<file path="config.mk">
export PLATFORM = sky130hd
export DESIGN_NAME = excCommitUnit
export DESIGN_NICKNAME = d
export VERILOG_FILES = /design/src/rtl/excPkg.sv /design/src/rtl/causeEncoder.sv /design/src/rtl/excDatapath.sv /design/src/rtl/excControl.sv /design/src/rtl/excCommitUnit.sv
export SDC_FILE = /design/constraint.sdc
export NUM_CORES = 1
export LEC_CHECK = 0
export ABC_AREA = 1
export BUFFER_PORTS_ARGS = -buffer_cell sky130_fd_sc_hd__buf_4
export CORE_MARGIN = 2
export CORE_UTILIZATION = 25
export DETAILED_ROUTE_END_ITERATION = 10
export PLACE_DENSITY = 0.48
export SLEW_MARGIN = 30
export SYNTH_ARGS = -nofsm -noshare
export SYNTH_HDL_FRONTEND = slang
export SYNTH_SLANG_ARGS = --single-unit
</file>
<file path="constraint.sdc">
create_clock -name clk -period 1.4 [get_ports clk]
set_input_delay 0 -clock clk [delete_from_list [all_inputs] [get_ports clk]]
set_output_delay 0 -clock clk [all_outputs]
set_load 0.05 [all_outputs]
</file>
<file path="src/rtl/excPkg.sv">
`timescale 1ns/1ps
package excPkg;
  localparam int NUM_SYNC = 4;
  localparam int NUM_CARRIED = 3;
  localparam int CAUSE_W = 3;

  typedef enum logic [CAUSE_W-1:0] {
    CAUSE_NONE    = 3'd0,
    CAUSE_PCADDR  = 3'd1,
    CAUSE_ILLEGAL = 3'd2,
    CAUSE_OVF     = 3'd3,
    CAUSE_DATA    = 3'd4,
    CAUSE_IRQ     = 3'd5
  } causeE;

  typedef struct packed {
    logic  holdPipe;
    logic  killYoung;
    logic  loadTrap;
    causeE trapCause;
  } strobeT;
endpackage

</file>
<file path="src/rtl/causeEncoder.sv">
`timescale 1ns/1ps
module causeEncoder #(
  parameter int N = 4,
  parameter int CW = 3
) (
  input  logic [N-1:0]  syncVec,
  input  logic          irqHit,
  output logic [CW-1:0] code,
  output logic          anyHit
);
  // lowest index = earliest stage = highest priority; irq ranks below all
  always_comb begin
    code = '0;
    anyHit = 1'b0;
    if (irqHit) begin
      code = CW'(N + 1);
      anyHit = 1'b1;
    end
    for (int i = N - 1; i >= 0; i--) begin
      if (syncVec[i]) begin
        code = CW'(i + 1);
        anyHit = 1'b1;
      end
    end
  end
endmodule

</file>
<file path="src/rtl/excDatapath.sv">
`timescale 1ns/1ps
module excDatapath
  import excPkg::*;
#(
  parameter int PC_W = 32
) (
  input  logic                   clk,
  input  logic                   rstN,
  input  strobeT                 strobe,
  input  logic                   fetchValid,
  input  logic [PC_W-1:0]        fetchPc,
  input  logic                   fetchPcFault,
  input  logic                   decIllegal,
  input  logic                   exOverflow,
  output logic                   memValid,
  output logic [PC_W-1:0]        memPc,
  output logic [NUM_CARRIED-1:0] memFlags,
  output logic [CAUSE_W-1:0]     causeOut,
  output logic [PC_W-1:0]        epcOut
);
  localparam int STAGES = NUM_CARRIED;   // decode, execute, memory registers

  logic [STAGES-1:0]      stValid;
  logic [PC_W-1:0]        stPc    [STAGES];
  logic [NUM_CARRIED-1:0] stFlags [STAGES];
  logic [NUM_CARRIED-1:0] detectVec;

  // bit s is raised while the instruction moves into stage register s
  assign detectVec = {exOverflow, decIllegal, fetchPcFault};

  for (genvar s = 0; s < STAGES; s++) begin : gStage
    logic                   vIn;
    logic [PC_W-1:0]        pcIn;
    logic [NUM_CARRIED-1:0] fPrev;
    logic                   vQ;
    logic [PC_W-1:0]        pcQ;
    logic [NUM_CARRIED-1:0] fQ;

    if (s == 0) begin : gHead
      assign vIn = fetchValid;
      assign pcIn = fetchPc;
      assign fPrev = '0;
    end else begin : gBody
      assign vIn = stValid[s-1];
      assign pcIn = stPc[s-1];
      assign fPrev = stFlags[s-1];
    end

    always_ff @(posedge clk) begin
      if (!rstN) begin
        vQ <= 1'b0;
        pcQ <= '0;
        fQ <= '0;
      end else if (strobe.killYoung) begin
        vQ <= 1'b0;
      end else if (!strobe.holdPipe) begin
        vQ <= vIn;
        pcQ <= pcIn;
        fQ <= fPrev | (detectVec & NUM_CARRIED'(1 << s));
      end
    end

    assign stValid[s] = vQ;
    assign stPc[s] = pcQ;
    assign stFlags[s] = fQ;
  end

  assign memValid = stValid[STAGES-1];
  assign memPc = stPc[STAGES-1];
  assign memFlags = stFlags[STAGES-1];

  always_ff @(posedge clk) begin
    if (!rstN) begin
      causeOut <= '0;
      epcOut <= '0;
    end else if (strobe.loadTrap) begin
      causeOut <= strobe.trapCause;
      epcOut <= memPc;
    end
  end

  // exceptional PC changes only on a trap
  assert_epc_hold_R4: assert property (@(posedge clk) disable iff (!rstN)
    !strobe.loadTrap |=> $stable(epcOut));
  // a loaded cause is never the "none" code
  assert_cause_code_R3: assert property (@(posedge clk) disable iff (!rstN)
    strobe.loadTrap |=> (causeOut != '0));
  // stall freezes the commit-stage contents
  assert_stall_freeze_R12: assert property (@(posedge clk) disable iff (!rstN)
    (strobe.holdPipe && !strobe.killYoung) |=> ($stable(memPc) && $stable(memFlags)));
endmodule

</file>
<file path="src/rtl/excControl.sv">
`timescale 1ns/1ps
module excControl
  import excPkg::*;
#(
  parameter int IRQ_N = 4
) (
  input  logic                   clk,
  input  logic                   rstN,
  input  logic                   stall,
  input  logic                   rfe,
  input  logic [IRQ_N-1:0]       irqReq,
  input  logic                   memValid,
  input  logic [NUM_CARRIED-1:0] memFlags,
  input  logic                   memAddrFault,
  output strobeT                 strobe,
  output logic                   trapTaken,
  output logic                   commitValid,
  output logic                   intEnable
);
  logic [NUM_SYNC-1:0] syncVec;
  logic                irqHit;
  logic [CAUSE_W-1:0]  code;
  logic                anyHit;
  logic                intEnQ;

  assign syncVec = memValid ? {memAddrFault, memFlags} : '0;
  assign irqHit = memValid & intEnQ & (|irqReq);

  causeEncoder #(.N(NUM_SYNC), .CW(CAUSE_W)) uEnc (
    .syncVec(syncVec),
    .irqHit(irqHit),
    .code(code),
    .anyHit(anyHit)
  );

  assign trapTaken = !stall && anyHit;
  assign commitValid = !stall && memValid && !anyHit;

  always_comb begin
    strobe.holdPipe = stall;
    strobe.killYoung = trapTaken;
    strobe.loadTrap = trapTaken;
    strobe.trapCause = causeE'(code);
  end

  always_ff @(posedge clk) begin
    if (!rstN) intEnQ <= 1'b1;
    else if (trapTaken) intEnQ <= 1'b0;
    else if (rfe) intEnQ <= 1'b1;
  end
  assign intEnable = intEnQ;

  // any trap masks interrupts next cycle
  assert_mask_after_trap_R9: assert property (@(posedge clk) disable iff (!rstN)
    trapTaken |=> !intEnable);
  // with interrupts masked only a synchronous fault can trap
  assert_masked_sync_only_R10: assert property (@(posedge clk) disable iff (!rstN)
    (trapTaken && !intEnable) |-> (syncVec != '0));
  // a bubble never traps
  assert_no_bubble_trap_R11: assert property (@(posedge clk) disable iff (!rstN)
    trapTaken |-> memValid);
  // the flush empties the commit stage
  assert_flush_R5: assert property (@(posedge clk) disable iff (!rstN)
    trapTaken |=> !memValid);
endmodule

</file>
<file path="src/rtl/excCommitUnit.sv">
`timescale 1ns/1ps
module excCommitUnit
  import excPkg::*;
#(
  parameter int PC_W = 32,
  parameter int IRQ_N = 4,
  parameter logic [PC_W-1:0] HANDLER_PC = 32'h0000_0180
) (
  input  logic               clk,
  input  logic               rstN,
  input  logic               stall,
  input  logic               fetchValid,
  input  logic [PC_W-1:0]    fetchPc,
  input  logic               fetchPcFault,
  input  logic               decIllegal,
  input  logic               exOverflow,
  input  logic               memAddrFault,
  input  logic [IRQ_N-1:0]   irqReq,
  input  logic               rfe,
  output logic               trapTaken,
  output logic [PC_W-1:0]    redirectPc,
  output logic               commitValid,
  output logic [2:0]         causeOut,
  output logic [PC_W-1:0]    epcOut,
  output logic               intEnable
);
  strobeT                 strobe;
  logic                   memValid;
  logic [PC_W-1:0]        memPc;
  logic [NUM_CARRIED-1:0] memFlags;

  excControl #(.IRQ_N(IRQ_N)) uCtrl (
    .clk(clk), .rstN(rstN), .stall(stall), .rfe(rfe), .irqReq(irqReq),
    .memValid(memValid), .memFlags(memFlags), .memAddrFault(memAddrFault),
    .strobe(strobe), .trapTaken(trapTaken), .commitValid(commitValid),
    .intEnable(intEnable)
  );

  excDatapath #(.PC_W(PC_W)) uData (
    .clk(clk), .rstN(rstN), .strobe(strobe),
    .fetchValid(fetchValid), .fetchPc(fetchPc), .fetchPcFault(fetchPcFault),
    .decIllegal(decIllegal), .exOverflow(exOverflow),
    .memValid(memValid), .memPc(memPc), .memFlags(memFlags),
    .causeOut(causeOut), .epcOut(epcOut)
  );

  assign redirectPc = HANDLER_PC;
endmodule

</file>
Word-level counts from Yosys, hierarchy flattened
Index checks and enable logic that the tools add are counted.

storage, ports and cells
  bits of input ports = 45
  output and inout port bits = 70
  logic and storage cells = 41
  bits in registers = 142

cells by class
  bitwise logic cells = 7
  multiplexer cells = 13
  reduce and logical (&&, ||, !) cells = 9

operator list
  cell               count
  $mux 3             5
  $mux 1             7
  $mux 4             1
  $reduce_or 4->1    1
  $logic_and 1x1->1  3
  $not 1->1          3
  $or 3x3->3         1
  $and 1x1->1        2
  $logic_not 1->1    2
  $or 1x2->2         1
  $reduce_and 2->1   1
  $reduce_bool 2->1  1
  $reduce_or 2->1    1

Logic depth before layout (Yosys ltp)
  depth after elaboration = 10
  gate-level depth with buffers = 10
  mapped depth without buffers = 8

By module
A second synthesis with hierarchy kept.

unflattened totals
  cells, all modules = 886
  area, all modules = 5854.4 sq um

by module, submodules not included
  module         cells an instance  instances  seq. area each (sq um)  area an instance (sq um)
  excDatapath    813                1          2802.7                  5422.7
  excCommitUnit  34                 1          0.0                     247.7
  excControl     26                 1          20.0                    130.1
  causeEncoder   13                 1          0.0                     53.8

Worst setup path before layout
No wires, ideal clock.

  path kind = reg-to-reg
  start = reg uCtrl.intEnQ (netlist: uCtrl.intEnable)
  end = reg uData.causeOut[1]
  required time = 1.339 ns
  arrival time = 1.680 ns
  slack = -0.341 ns
  cell stages (with the launch flop) = 9
  buffers on the path = 0
  setup time = 0.061 ns
  clock period less this slack = 1.741 ns
  cell sequence = dfxtp_1 > nand2_1 > inv_1 > nand2_1 > nand2_1 > nand2_1 > nand2_1 > nand3_1 > nand2_1

between the ends
  longest elaborated chain between the ends = 8

RTL lines
  item                      line                 text
  start: declaration        excControl.sv:24     logic intEnQ;
  start signal: assignment  excControl.sv:47     if (!rstN) intEnQ <= 1'b1;
  start signal: assignment  excControl.sv:48     else if (trapTaken) intEnQ <= 1'b0;
  start signal: assignment  excControl.sv:49     else if (rfe) intEnQ <= 1'b1;
  $and 1x1->1 (2 in a row)  excControl.sv:27     assign irqHit = memValid & intEnQ & (|irqReq);
  $mux 1                    causeEncoder.sv:15   if (irqHit) begin
  $mux 1 (4 in a row)       causeEncoder.sv:20   if (syncVec[i]) begin
  $logic_and 1x1->1         excControl.sv:36     assign trapTaken = !stall && anyHit;
  named net trapTaken       excCommitUnit.sv:20  output logic trapTaken,
  end signal: assignment    excDatapath.sv:77    causeOut <= strobe.trapCause;
  end: declaration          excDatapath.sv:18    output logic [CAUSE_W-1:0] causeOut,

The timed path passes the listed nets, and every way through them passes these cells.
A chain may end at the register's enable or synchronous reset.

Worst setup path after layout
  start = reg uData.gStage[2].vQ (netlist: uData.memValid)
  end = out trapTaken

between the ends
  longest elaborated chain between the ends = 8
  elaborated cells between the ends (all ways) = 9
  those cells by class = mux (6); bitwise (2); reduce/logical (1)

RTL lines
  item                      line                 text
  start: declaration        excDatapath.sv:35    logic vQ;
  start signal: assignment  excDatapath.sv:57    vQ <= vIn;
  $and 1x1->1 (2 in a row)  excControl.sv:27
  $mux 1                    causeEncoder.sv:15
  $mux 1 (3 in a row)       causeEncoder.sv:20
  $mux 1 (*)                causeEncoder.sv:20
  $logic_and 1x1->1 (*)     excControl.sv:36
  end: declaration          excCommitUnit.sv:20

Every way passes the cells marked *; elsewhere a longest branch is shown, timed or not.

==> flow_metrics.tcl <==
set metrics [dict create \
    p_leak_nw 4.01 \
    worst_slack_ns -0.113 \
    dominantRegCellSynth "dfxtp_1" \
    pre_cts_ws_ns -0.0755 \
    layout-drive-gt1-share_pct 20.4 \
    die_w_um 159 \
    drtAntennaViolNets 0 \
    clockBufferDepth 2 \
    cts-buffers-inserted 17 \
    die_h_um 159 \
    rr_worst_depth 11 \
    routed_wl_um 15600 \
    synth_edf_count 0 \
    vias 4984 \
    ios 115 \
    netlist_top_cells_area "dfxtp_1 47%, nor2_1 14%, nand3b_1 14%" \
    critPathRequiredTime_ns 1.40 \
    violations "negative setup slack" \
    nFillCells 2529 \
    ys_ff_latch 141 \
    finalSetupViolCount 117 \
    timing.final.crit_share_pct 108 \
    grt_max_degree 53 \
    drt_pass1_iterations 4 \
    area_growth_pct 41.6 \
    finalMaxSlewViolations 0 \
    skew_ns 0.00780 \
    place_inst 1165 \
    wl_per_cell_um 12.3 \
    async_reset_ff_share_pct 0 \
    synth_top_family_by_area "simple AND/OR/NAND/NOR gates" \
    grt.overflow.total 0 \
    grt_pass1_wl_um 23600 \
    critPathCaptureType "output pin" \
    synth_top_area_share_pct 47.2 \
    synth-simple-area-share_pct 42.8 \
    rsz0062_at_grt "yes" \
    yosys_warnings 0 \
    ir_worst_vdd_mv 0.665 \
    layout.nets 975 \
    portBuffers 82 \
    status "finished, violations left" \
    min_period_ns 1.51 \
    clk_pin_slew_ns 0.06 \
    grt_antenna_before_repair 0 \
    routed_via_density 3.95 \
    worstSetupPathType "reg -> out" \
    hold_viol_final 0 \
    yosys-mux-area-fraction_pct 0 \
    synth_xor_area_share_pct 0 \
    drc_errors 0 \
    clock.fmax_mhz 661 \
    synth.avg_cell_area_um2 7.55 \
    syn_inst 793 \
    synth.distinct_cells 19 \
    cts_tree "done" \
    cts-root-buf "clkbuf_16" \
    core.rowCount 56 \
    hp-class "in -> reg" \
    synthAdderAreaFrac_pct 0 \
    gp_congestion 0.719 \
    hold_path_depth 6 \
    power_w 0.0100 \
    synth-compound-area-share_pct 0.335 \
    cp_max_fo 6 \
    num_antenna_cells 0 \
    drtIter0Drc 293 \
    yosysMostFrequentCell "nor2_1" \
    track_usage_pct 11.5 \
    instances_no_fill 1262 \
    clock_latency_ns 0.41 \
    syn_area_um2 5980 \
    cp-start-kind "register" \
    grt_pass1_vias 4515 \
    drv_cap 0 \
    power.density_nw_per_um2 1190 \
    cts.sinks 141 \
    htreeDepth 4 \
    seq_area_frac_synth_pct 47.2 \
    hpwlAfterDp_um 9060 \
    core_um2 23500 \
    start_util_pct 25.5 \
    synth.top_cells.by_count "222 x nor2_1, 187 x nand2_1, 141 x dfxtp_1, 108 x nand3b_1, 36 x buf_4" \
    fp.dieArea_um2 25200 \
    yosys.area.top_type "dfxtp_1" \
    whs_ns 0.170 \
    cp.arrival_ns 1.51 \
]
==> critical path: stages, from the launching register on <==
cell and delay [ns]:
dfxtp_4 0.41, nand2_1 0.08, inv_2 0.07, nand2_4 0.07, nand2_4 0.08, buf_4 0.10, nand2_2 0.06, nand2_4 0.09
buf_8 0.14
==> registers in the layout, indices dropped and copies added (netlist names) <==
signal            cells
uData.gStage.fQ       3
uData.causeOut        3
uData.gStage.vQ       2
uData.memPc          32
uData.memValid        1
uData.epcOut         32
uCtrl.intEnable       1
uData.memFlags        3
uData.gStage.pcQ     64
==> cell usage in the layout, fill, tap and decap left out, types with 5 or more instances in the layout <==
master and instances:
conb_1 32, dlygate4sd3_1 39, dfxtp_1 139, buf_16 7
nand3_1 29, nand2_1 178, buf_6 7, nor2_1 218
nand3b_1 108, nor2_4 5, clkbuf_8 5, clkbuf_16 23
buf_4 102, nand2_4 7, buf_12 12
==> routing by layer <==
layer	vias to the layer above	share of wire [%]	GRT usage (%)	wire, um
met4	0	1.1	3.88	167
met1	2183	54	16.9	8400
met2	84	42	16.1	6530
li1	2708	-	-	-
met3	9	2.9	2.87	455
met5	-	0	0	0
==> final timing paths <==
kind / end / slack [ns] / startpoint
min: uData.causeOut[2] / 0.17 / memAddrFault
max reg2reg: uData.gStage[0].pcQ[22] / -0.11 / uData.memValid
max: trapTaken / -0.11 / uData.memValid
min reg2reg: uData.epcOut[20] / 0.44 / uData.memPc[20]
==> metrics by stage <==
step	cell area (um2)	util (%)	setup TNS [ns]
2_1_floorplan	6100	-	-0.000856
3_3_place_gp	6900	29.4	-2.91
3_5_place_dp	6900	29.4	-5.15
4_1_cts	8230	35.1	-4.52
5_1_grt	8470	36.1	-16.01
6_report	8470	36.1	-7.07
==> repair_timing <==
item | in CTS | in global routing
cloned | 5 | 6
hold endpoints to repair | 50 | 0
setup buffers | 11 | 5
pin swaps | 4 | 3
hold buffers | 39 | 0
endpoints found under the setup margin | 114 | 139
resized for setup | 36 | 11
==> final cells by class <==
class	count	area (um2)	area share, %
sequential	141	2830	33.4
multi-input combinational	590	2800	33.0
inverter	6	30.0	0.355
clock buffer	23	498	5.88
tap	319	399	4.71
clock inverter	9	85.1	1.00
timing repair buffer	174	1830	21.6
==> cell families after synthesis <==
logic type             Yosys count
AOI/OAI and AO/OA                4
buffers and inverters           92
DFF                            141
other                            2
and+or+nand+nor                554
==> where the power goes <==
part / switching [W] / internal [W] / total [W]
logic: 0.000759 / 0.000595 / 0.00135
registers: 0.000108 / 0.00424 / 0.00435
clock network: 0.00167 / 0.00268 / 0.00434
(Power assumes the default switching activity.)
